[config.mk]
export PLATFORM = sky130hd
export DESIGN_NAME = pair_window_gen
export DESIGN_NICKNAME = d
export VERILOG_FILES = /design/src/rtl/pair_window_pkg.sv /design/src/rtl/pair_window_limit.sv /design/src/rtl/pair_window_seq.sv /design/src/rtl/pair_window_gen.sv
export SDC_FILE = /design/constraint.sdc
export NUM_CORES = 1
export LEC_CHECK = 0
export BUFFER_PORTS_ARGS = -buffer_cell sky130_fd_sc_hd__buf_4
export CORE_MARGIN = 8
export CORE_UTILIZATION = 25
export CTS_CLUSTER_SIZE = 12
export DETAILED_ROUTE_END_ITERATION = 10
export REMOVE_ABC_BUFFERS = 1
export SLEW_MARGIN = 0
export SYNTH_ARGS = -nofsm -noshare
export SYNTH_HDL_FRONTEND = slang
export SYNTH_HIERARCHICAL = 1
export SYNTH_SLANG_ARGS = --single-unit
[constraint.sdc]
create_clock -name clk -period 1.83 [get_ports clk]
set_clock_uncertainty 0.15 [all_clocks]
set_input_delay 0.366 -clock clk [delete_from_list [all_inputs] [get_ports clk]]
set_output_delay 0.366 -clock clk [all_outputs]
set_load 0.02 [all_outputs]
[src/rtl/pair_window_pkg.sv]
package pair_window_pkg;

    localparam int unsigned PW_DEFAULT_CNT_W = 12;

    typedef enum logic {
        WIN_IDLE = 1'b0,
        WIN_OPEN = 1'b1
    } win_state_e;

endpackage

[src/rtl/pair_window_limit.sv]
module pair_window_limit #(
    parameter int unsigned CNT_W = 12
) (
    input  logic             clk,
    input  logic             rst_n,
    input  logic             load,
    input  logic [CNT_W-1:0] count_in,
    output logic [CNT_W-1:0] limit
);

    typedef struct packed {
        logic [CNT_W-1:0] limit;
    } limit_reg_t;

    limit_reg_t lim_d, lim_q;

    always_comb begin
        lim_d = lim_q;
        if (load) begin
            lim_d.limit = count_in;
        end
    end

    always_ff @(posedge clk) begin
        if (!rst_n) begin
            lim_q <= '0;
        end else begin
            lim_q <= lim_d;
        end
    end

    assign limit = lim_q.limit;

endmodule

[src/rtl/pair_window_seq.sv]
module pair_window_seq
    import pair_window_pkg::*;
#(
    parameter int unsigned CNT_W = 12
) (
    input  logic             clk,
    input  logic             rst_n,
    input  logic             start,
    input  logic [CNT_W-1:0] limit,
    output logic             open,
    output logic [CNT_W-1:0] idx,
    output logic             closed
);

    localparam logic [CNT_W-1:0] IDX_ONE = CNT_W'(1);

    typedef struct packed {
        win_state_e       state;
        logic [CNT_W-1:0] idx;
        logic             closed;
    } seq_reg_t;

    seq_reg_t seq_d, seq_q;
    logic     at_last;

    assign at_last = (seq_q.idx == limit);

    always_comb begin
        seq_d        = seq_q;
        seq_d.closed = 1'b0;
        if (start) begin
            seq_d.state = WIN_OPEN;
            seq_d.idx   = '0;
        end else if (seq_q.state == WIN_OPEN) begin
            if (at_last) begin
                seq_d.state  = WIN_IDLE;
                seq_d.idx    = '0;
                seq_d.closed = 1'b1;
            end else begin
                seq_d.idx = seq_q.idx + IDX_ONE;
            end
        end
    end

    always_ff @(posedge clk) begin
        if (!rst_n) begin
            seq_q <= '{state: WIN_IDLE, idx: '0, closed: 1'b0};
        end else begin
            seq_q <= seq_d;
        end
    end

    assign open   = (seq_q.state == WIN_OPEN);
    assign idx    = seq_q.idx;
    assign closed = seq_q.closed;

endmodule

[src/rtl/pair_window_gen.sv]
module pair_window_gen
    import pair_window_pkg::*;
#(
    parameter int unsigned CNT_W = PW_DEFAULT_CNT_W
) (
    input  logic             clk,
    input  logic             rst_n,
    input  logic             row_start,
    input  logic [CNT_W-1:0] pair_count,
    output logic             pix_valid,
    output logic [CNT_W-1:0] pair_idx,
    output logic             row_end
);

    logic [CNT_W-1:0] win_limit;

    pair_window_limit #(
        .CNT_W (CNT_W)
    ) u_limit (
        .clk      (clk),
        .rst_n    (rst_n),
        .load     (row_start),
        .count_in (pair_count),
        .limit    (win_limit)
    );

    pair_window_seq #(
        .CNT_W (CNT_W)
    ) u_seq (
        .clk    (clk),
        .rst_n  (rst_n),
        .start  (row_start),
        .limit  (win_limit),
        .open   (pix_valid),
        .idx    (pair_idx),
        .closed (row_end)
    );

endmodule

==> reports/results.txt, run 1 <==
Met2 usage - 14.0%
Critical Path End Type - register
Worst rel slew slack - 76.3%
CTS tree - yes
Synth Area in XOR/XNOR - 12.5%
Most frequent cells in the layout - buf_4 (43), dfxtp_1 (26), xnor2_1 (15), nor2b_1 (13), mux2i_1 (12)
Share of power burned in registers - 56.4%
Fillers - 528
DIE AREA - 7560 um^2
Static Leak - 0.663 nW
CORE AREA - 4980 um^2
Max frequency - 583 MHz
Layout Nets - 183
Setup TNS - 0 ns
Minimum clock period - 1.72 ns
Simple-Gate Fraction of Synth Area - 28.0%
Number of global-route vias before repair - 1076
Final worst-path setup slack - 0.114 ns
Total Routing Usage GR - 8.81%
Die height - 86.9 um
Resize count post-CTS - 0
GRT overflow - 0
Critical path cell sequence - and3_4 > nand3_4 > or4b_4 > a211oi_2
DRC - 0
Sw power - 261 uW
Hold slack - 0.203 ns
Final wirelength - 3060 um
PD cells - 638 nW/um^2
Num CTS Buffers - 3
Critical path type - register to register
Tightest Hold Check Type - input port to register
Max stage delay on crit path - 0.53 ns
Syn_area_per_cell - 10.1 um^2
Final slew viol count - 0
Clock tree buffer depth - 2
Setup crit end - u_seq/idx[11]
Fin. Hold Viols - 0
Distinct cells, synth - 33
Area of the multi-input gates - 706 um^2
Critical Path Start - u_seq/idx[1]
Max-cap violations - 0
Final clock period utilization by the worst path - 93.8%
Initial antenna violation count - 0
Met1 usage - 11.2%
Synthesized flop and latch total - 26
Synth Area in Adders - 0.995%
Placed cell count - 232
Most common cell after layout, fill and taps aside - buf_4
CP required - 1.87 ns
Post-synth EDFFs - 0
Drt via density - 4.31
Pre-CTS WS - 0.108 ns
Setup crit start kind - register
Gp weighted congestion - 0.781
Post-Syn Instances - 124
Register area - 520 um^2
Port Buf Inserts - 28
Switching portion of total power - 24.4%
Vias - 1013
Layout Area Growth over Synthesis - 33.7%
RSZ-0062 raised after global routing - false
Grt met3 use - 2.36%
RR Startpoint - u_seq/idx[1]
Finish-stage setup viols - 0
Crit-path max FO - 5
Sequential-to-total area share from yosys stat - 41.4%
GRT Max-Usage Layer - met2
Warnings, synthesis - 6
Clock sinks - 26
Post-Layout Cell Count - 235
Mapped cell area - 1260 um^2
H-tree lvl count - 1
Max VDD drop - 0.311 mV
Async S/R FF share, synth - 0%
Largest net degree at the start of global routing - 16
Starting DRC count in detailed routing - 42
CTS hold repair buffers - 0
Num rows - 26
Clk slew on worst S/H paths - 0.09 ns
Worst R2R Path Depth - 4
Slew @ Worst Pin - 0.355 ns
Status - finished clean
Reg-to-Reg End - u_seq/idx[11]
Worst EP arrival - 1.76 ns
Clock latency on the worst-skew pair - 0.26 ns
Drt first pass iters - 4
Clock Power Share - 29.4%
Top_reg_cell synth - dfxtp_1
Complex-gate fraction of the synthesized area - 4.68%
DP HPWL - 2390 um
Gate power share - 14.1%
Setup bufs post-CTS - 0
Wire length per cell - 13.0 um
Mux cell area share after synthesis - 9.55%
Antenna Cells - 0
Horiz. Die Dim - 86.9 um
Largest family of logic cells by synthesized area - simple AND/OR/NAND/NOR gates
Slowest CP cell - or4b_4
P_int - 811 uW
I/O Pins - 29
ANT nets after route - 0
Share of cells above drive strength 1 - 34.5%
Initial Utilization - 25.3%
Clock Root Buffer - clkbuf_8
First-pass GRT wire length - 5330 um
Reg2reg setup slack - 0.11 ns
critical path, delay by kind of cell (launching register included):
kind | cells | cell delay (ns)
and+or+nand+nor | 3 | 0.86
AOI/OAI and AO/OA | 1 | 0.21
DFF | 1 | 0.42
how the worst min path moves through the flow:
stage	slack [ns]	end	depth (start not counted)	from
after floorplan	0.32	u_seq/open	2	row_start
after global placement	0.37	u_seq/idx[0]	2	u_seq/idx[0]
after detailed placement	0.38	u_limit/limit[8]	2	u_limit/limit[8]
after CTS	0.20	u_limit/limit[0]	3	pair_count[0]
after global routing	0.20	u_limit/limit[0]	3	pair_count[0]
final	0.20	u_limit/limit[6]	3	pair_count[6]
through the flow:
step	power (mW)	cell area, um^2	utilization [%]
after floorplan	0.695	1220	-
after global placement	0.767	1640	32.9
after detailed placement	0.770	1640	32.9
after CTS	1.09	1680	33.7
after global routing	1.13	1680	33.8
final	1.07	1680	33.8
cell type report:
cell class	instances	area share [%]
clock buffers	3	2.46
inverters	1	0.223
multi-input cells	92	42.0
flip-flops and latches	26	31.0
well taps	70	5.21
repair buffers	43	19.2
logic make-up (layout without fill, tap and decap cells):
logic type,count (synthesis),after routing
compound gates,9,9
flops,26,26
buf+inv,6,47
simple gates,52,52
xor+xnor,18,18
mux,12,12
fa+ha+maj,1,1
power by group through the flow:
| stage | clock [mW] | sequential, mW | combinational (mW) |
|---|---|---|---|
| final | 0.316 | 0.605 | 0.152 |
| after global routing | 0.355 | 0.609 | 0.169 |
| after CTS | 0.329 | 0.605 | 0.151 |
| after detailed placement | 0 | 0.619 | 0.151 |
| after global placement | 0 | 0.618 | 0.149 |
| after floorplan | 0 | 0.621 | 0.0737 |
registers in the layout, summed over array words and instances, names as in the netlist:
| register | flops |
|---|---|
| u_seq/closed | 1 |
| u_seq/open | 1 |
| u_limit/limit | 12 |
| u_seq/idx | 12 |
synthesized netlist by cell type, drive strengths merged (2+ instances only):
cell type / number / area, um^2
nand3: 5 / 42.5
buf: 4 / 28.8
dfxtp: 26 / 521
nor2: 2 / 7.51
a211oi: 2 / 20.0
xnor2: 15 / 131
nand2: 5 / 18.8
xor2: 3 / 26.3
nor3: 8 / 40.0
and4: 3 / 28.8
nor4: 2 / 27.5
nor2b: 13 / 81.3
nand4: 6 / 37.5
mux2i: 12 / 120
and3: 4 / 32.5
or3: 2 / 12.5
o21ai: 5 / 25.0
layer usage:
metal  vias to the layer above  routed length [um]
met1                       470                1450
met4                         0                  19
met3                         2                 125
li1                        524                   -
met5                         -                   0
met2                        17                1460
(Power assumes the default switching activity.)
==> inputs of run 2 (changes only) <==
- CORE_UTILIZATION: 25 -> 52
- PLACE_DENSITY_LB_ADDON: unset -> 0.1
==> run 2 against run 1 <==
Effect of this change: largest power group unchanged; non-clock buffer count down 3; clock-buffer cell count up 1; first-iteration DRC count down 4.8%; clock power down 8.9%; register-to-register slack about the same; die area down 44%.
==> reports/results.txt, run 2 (synthesized netlist as in run 1, its figures left out) <==
Area of the multi-input gates - 701 um^2 (was 706 um^2)
Die height - 65.2 um (was 86.9 um)
Total Routing Usage GR - 14.2% (was 8.81%)
Setup crit start kind - register (unchanged)
Status - finished clean (unchanged)
H-tree lvl count - 1 (unchanged)
Critical Path End Type - register (unchanged)
CTS hold repair buffers - 0 (unchanged)
DIE AREA - 4250 um^2 (was 7560 um^2)
GRT overflow - 0 (unchanged)
Max VDD drop - 0.510 mV (was 0.311 mV)
CP required - 1.93 ns (was 1.87 ns)
Starting DRC count in detailed routing - 40 (was 42)
PD cells - 646 nW/um^2 (was 638 nW/um^2)
Antenna Cells - 0 (unchanged)
First-pass GRT wire length - 4780 um (was 5330 um)
Layout Area Growth over Synthesis - 27.3% (was 33.7%)
Tightest Hold Check Type - input port to register (unchanged)
Clock sinks - 26 (unchanged)
Clock tree buffer depth - 2 (unchanged)
I/O Pins - 29 (unchanged)
Gp weighted congestion - 0.865 (was 0.781)
Placed cell count - 189 (was 232)
RSZ-0062 raised after global routing - false (unchanged)
Setup TNS - 0 ns (unchanged)
Horiz. Die Dim - 65.2 um (was 86.9 um)
Static Leak - 0.647 nW (was 0.663 nW)
Fin. Hold Viols - 0 (unchanged)
Finish-stage setup viols - 0 (unchanged)
Largest net degree at the start of global routing - 17 (was 16)
Max frequency - 585 MHz (was 583 MHz)
Number of global-route vias before repair - 1017 (was 1076)
CORE AREA - 2390 um^2 (was 4980 um^2)
CTS tree - yes (unchanged)
Num CTS Buffers - 3 (unchanged)
Clock latency on the worst-skew pair - 0.32 ns (was 0.26 ns)
DRC - 0 (unchanged)
Drt first pass iters - 4 (unchanged)
Clock Root Buffer - clkbuf_4 (was clkbuf_8)
Layout Nets - 180 (was 183)
Num rows - 18 (was 26)
Worst EP arrival - 1.81 ns (was 1.76 ns)
Final clock period utilization by the worst path - 93.4% (was 93.8%)
Wire length per cell - 14.5 um (was 13.0 um)
Share of cells above drive strength 1 - 33.7% (was 34.5%)
Final wirelength - 2790 um (was 3060 um)
Register area - 522 um^2 (was 520 um^2)
Crit-path max FO - 4 (was 5)
Initial antenna violation count - 0 (unchanged)
Slew @ Worst Pin - 0.418 ns (was 0.355 ns)
Final slew viol count - 0 (unchanged)
Port Buf Inserts - 28 (unchanged)
Most frequent cells in the layout - buf_4 (40), dfxtp_1 (25), xnor2_1 (15), nor2b_1 (13), mux2i_1 (12) (was buf_4 (43), dfxtp_1 (26), xnor2_1 (15), nor2b_1 (13), mux2i_1 (12))
Fillers - 206 (was 528)
Max-cap violations - 0 (unchanged)
DP HPWL - 2220 um (was 2390 um)
Initial Utilization - 52.7% (was 25.3%)
ANT nets after route - 0 (unchanged)
Worst rel slew slack - 71.9% (was 76.3%)
Drt via density - 5.35 (was 4.31)
Most common cell after layout, fill and taps aside - buf_4 (unchanged)
Critical path type - register to register (unchanged)
Clk slew on worst S/H paths - 0.13 ns (was 0.09 ns)
Vias - 1032 (was 1013)
Post-Layout Cell Count - 193 (was 235)
Minimum clock period - 1.71 ns (was 1.72 ns)
==> run 2: cell types whose count changed in the layout (fill, tap and decap cells not counted) <==
cell      delta
buf_4        -3
clkbuf_4     +3
clkbuf_8     -2
dfxtp_1      -1
dfxtp_2      +1
nor3_1       +1
nor3_2       -1
==> run 2: critical path, cell delays in order, from the launching register on <==
cell and delay, ns:
dfxtp_1 0.43, and4_4 0.28, nand3_2 0.09, or4b_4 0.48, a211oi_2 0.22
==> run 2: worst paths after layout <==
check | cells past startpoint | slack, ns | from | end
max reg2reg | 4 | 0.12 | u_seq/idx[4] | u_seq/idx[11]
min | 3 | 0.14 | pair_count[6] | u_limit/limit[6]
max | 4 | 0.12 | u_seq/idx[4] | u_seq/idx[11]
min reg2reg | 2 | 0.39 | u_seq/idx[0] | u_seq/idx[0]
==> run 2: layout make-up <==
| cell class | count | share of cell area [%] |
|---|---|---|
| multi-input cells | 92 | 43.8 |
| flip-flops and latches | 26 | 32.6 |
| repair buffers | 40 | 18.8 |
| well taps | 30 | 2.35 |
| clock buffers | 4 | 2.27 |
| inverters | 1 | 0.235 |
==> run 2: power by group <==
part | internal, mW | total, mW | switching (mW) | leakage (nW)
Sequential | 0.587 | 0.606 | 0.0194 | 0.213
Clock | 0.122 | 0.288 | 0.166 | 0.0210
Combinational | 0.0726 | 0.140 | 0.0674 | 0.413
==> run 2: per-stage QoR <==
| stage | hold slack, ns | util (%) | worst slack [ns] | instance area, um^2 | power (mW) |
|---|---|---|---|---|---|
| final | 0.145 | 67.0 | 0.122 | 1600 | 1.03 |
| after global routing | 0.144 | 67.0 | 0.0391 | 1600 | 1.08 |
| after CTS | 0.135 | 67.0 | 0.0554 | 1600 | 1.04 |
| after detailed placement | 0.381 | 65.5 | 0.0890 | 1560 | 0.759 |
| after global placement | 0.371 | 65.5 | 0.150 | 1560 | 0.755 |
| after floorplan | 0.325 | - | 0.0204 | 1220 | 0.695 |
==> run 2: timing repair <==
action	in CTS	in global routing
endpoints found under the hold margin	0	0
setup endpoints to repair	0	1
buffers inserted	0	0
resized for setup	0	1
==> run 2: routing by layer <==
layer	vias up	wire length, um	GRT usage, %
met3	6	176	3.74
met2	27	1300	21.5
met4	0	50	7.08
met1	482	1270	18.1
li1	517	-	-
met5	-	0	0
==> inputs of run 3 (changes only) <==
- clock period: 1.83 -> 1.8 ns (I/O delays scaled with it)
==> run 3 against run 2 <==
Effect of this change: via count fell by 1.1%; utilization rose by 1.4 points; worst setup slack got worse by 0.038 ns; power rose by 13%; combinational power rose by 5%; worst hold slack got worse by 0.018 ns; sequential share of layout area fell by 0.60 points; critical path depth rose by 2; sequential cell count did not move; wire length rose by 1.8%; maximum frequency fell by 0.44%; die area did not move; largest cell class unchanged.
==> reports/results.txt, run 3 (synthesized netlist as in run 1, its figures left out) <==
Status - finished clean (unchanged)
Vias - 1021 (was 1032)
Gp weighted congestion - 0.876 (was 0.865)
ANT nets after route - 0 (unchanged)
Clock latency on the worst-skew pair - 0.33 ns (was 0.32 ns)
Final worst-path setup slack - 0.0842 ns (was 0.122 ns)
Sw power - 268 uW (was 253 uW)
Final instance area - 1630 um^2 (was 1600 um^2)
GRT overflow - 0 (unchanged)
Wire length per cell - 14.6 um (was 14.5 um)
Fin. Hold Viols - 0 (unchanged)
Clock sinks - 26 (unchanged)
Crit-path max FO - 4 (unchanged)
Fillers - 227 (was 206)
Antenna Cells - 0 (unchanged)
Max-cap violations - 0 (unchanged)
Number of global-route vias before repair - 1093 (was 1017)
Drt via density - 5.24 (was 5.35)
Pre-CTS WS - 0.146 ns (was 0.0890 ns)
Num rows - 18 (unchanged)
Setup crit start kind - register (unchanged)
Minimum clock period - 1.72 ns (was 1.71 ns)
Tightest Hold Check Type - input port to register (unchanged)
Layout Nets - 182 (was 180)
Max frequency - 583 MHz (was 585 MHz)
Num CTS Buffers - 3 (unchanged)
DP HPWL - 2240 um (was 2220 um)
DIE AREA - 4250 um^2 (unchanged)
Placed Area - 1580 um^2 (was 1560 um^2)
Layout Area Growth over Synthesis - 30.0% (was 27.3%)
Final slew viol count - 0 (unchanged)
Max VDD drop - 0.616 mV (was 0.510 mV)
First-pass GRT wire length - 4890 um (was 4780 um)
Most frequent cells in the layout - buf_4 (42), dfxtp_1 (24), xnor2_1 (15), nor2b_1 (13), mux2i_1 (12) (was buf_4 (40), dfxtp_1 (25), xnor2_1 (15), nor2b_1 (13), mux2i_1 (12))
Placed cell count - 191 (was 189)
Clock Power Share - 34.8% (was 27.8%)
Worst rel slew slack - 73.3% (was 71.9%)
CTS tree - yes (unchanged)
Critical Path End Type - register (unchanged)
Static Leak - 0.664 nW (was 0.647 nW)
Initial Utilization - 52.7% (unchanged)
Initial antenna violation count - 0 (unchanged)
Horiz. Die Dim - 65.2 um (unchanged)
RSZ-0062 raised after global routing - false (unchanged)
Critical path type - register to register (unchanged)
Total Routing Usage GR - 14.2% (about the same)
Clock Root Buffer - clkbuf_4 (unchanged)
Setup bufs post-CTS - 0 (unchanged)
P_int - 899 uW (was 781 uW)
Share of power burned in registers - 52.7% (was 58.6%)
CP required - 1.91 ns (was 1.93 ns)
Share of cells above drive strength 1 - 35.8% (was 33.7%)
Finish-stage setup viols - 0 (unchanged)
Slew @ Worst Pin - 0.397 ns (was 0.418 ns)
Final wirelength - 2840 um (was 2790 um)
CTS hold repair buffers - 0 (unchanged)
Die height - 65.2 um (unchanged)
H-tree lvl count - 1 (unchanged)
Worst EP arrival - 1.83 ns (was 1.81 ns)
DRC - 0 (unchanged)
Resize count post-CTS - 0 (unchanged)
I/O Pins - 29 (unchanged)
Clock tree buffer depth - 2 (unchanged)
Post-Layout Cell Count - 195 (was 193)
Most common cell after layout, fill and taps aside - buf_4 (unchanged)
Clk slew on worst S/H paths - 0.15 ns (was 0.13 ns)
Largest net degree at the start of global routing - 17 (unchanged)
Drt first pass iters - 4 (unchanged)
Starting DRC count in detailed routing - 41 (was 40)
Port Buf Inserts - 28 (unchanged)
Gate power share - 12.6% (was 13.5%)
CORE AREA - 2390 um^2 (unchanged)
Switching portion of total power - 23.0% (was 24.5%)
PD cells - 714 nW/um^2 (was 646 nW/um^2)
Final clock period utilization by the worst path - 95.3% (was 93.4%)
==> run 3: changes by cell type in the layout (fill, tap and decap cells not counted) <==
cell | before | now
buf_4 | 40 | 42
and4_2 | 0 | 1
dfxtp_1 | 25 | 24
bufinv_16 | 0 | 1
clkbuf_8 | 1 | 0
dfxtp_2 | 1 | 2
and4_1 | 2 | 1
==> run 3: critical path, cell delays in order (launching register included) <==
cell     delay, ns
dfxtp_2       0.35
buf_4         0.14
ha_1          0.22
and4_2        0.28
and3_2        0.23
xnor2_1       0.13
nor3_1        0.15
==> run 3: power by group through the flow <==
stage	sequential [mW]	clock, mW	combinational, mW
4_1_cts	0.615	0.417	0.147
5_1_grt	0.618	0.448	0.161
2_1_floorplan	0.632	0	0.0749
3_5_place_dp	0.627	0	0.147
6_report	0.614	0.405	0.147
3_3_place_gp	0.627	0	0.144
==> run 3: through the flow <==
stage | hold slack, ns | power (mW) | setup TNS [ns] | util [%]
6_report | 0.127 | 1.17 | 0 | 68.4
5_1_grt | 0.103 | 1.23 | 0 | 68.4
4_1_cts | 0.112 | 1.18 | 0 | 68.3
3_5_place_dp | 0.380 | 0.774 | 0 | 66.1
3_3_place_gp | 0.370 | 0.771 | 0 | 66.1
2_1_floorplan | 0.319 | 0.707 | -0.00961 | -
==> run 3: final timing paths <==
path	startpoint	endpoint	slack [ns]	depth (start not counted)
worst min register to register	u_limit/limit[10]	u_limit/limit[10]	0.40	2
worst min-delay path	pair_count[1]	u_limit/limit[1]	0.13	3
worst max register to register	u_seq/idx[0]	u_seq/idx[6]	0.08	6
worst max-delay path	u_seq/idx[0]	u_seq/idx[6]	0.08	6
==> run 3: final cells by class <==
| class | count | area (um^2) | share of cell area (%) |
|---|---|---|---|
| clock buffer | 3 | 22.5 | 1.38 |
| clock inverter | 1 | 30.0 | 1.84 |
| inverter | 1 | 3.75 | 0.230 |
| multi-input combinational | 92 | 702 | 43.0 |
| sequential | 26 | 523 | 32.0 |
| tap | 30 | 37.5 | 2.30 |
| timing repair buffer | 42 | 315 | 19.3 |
==> run 3: layer usage <==
layer  track usage (%)  part of all wire, %  up-vias
met4              5.72                  1.9        0
met2              21.4                   43       24
met3              3.40                  4.5        7
met5                 0                    0        -
li1                  -                    -      521
met1              19.0                   50      469
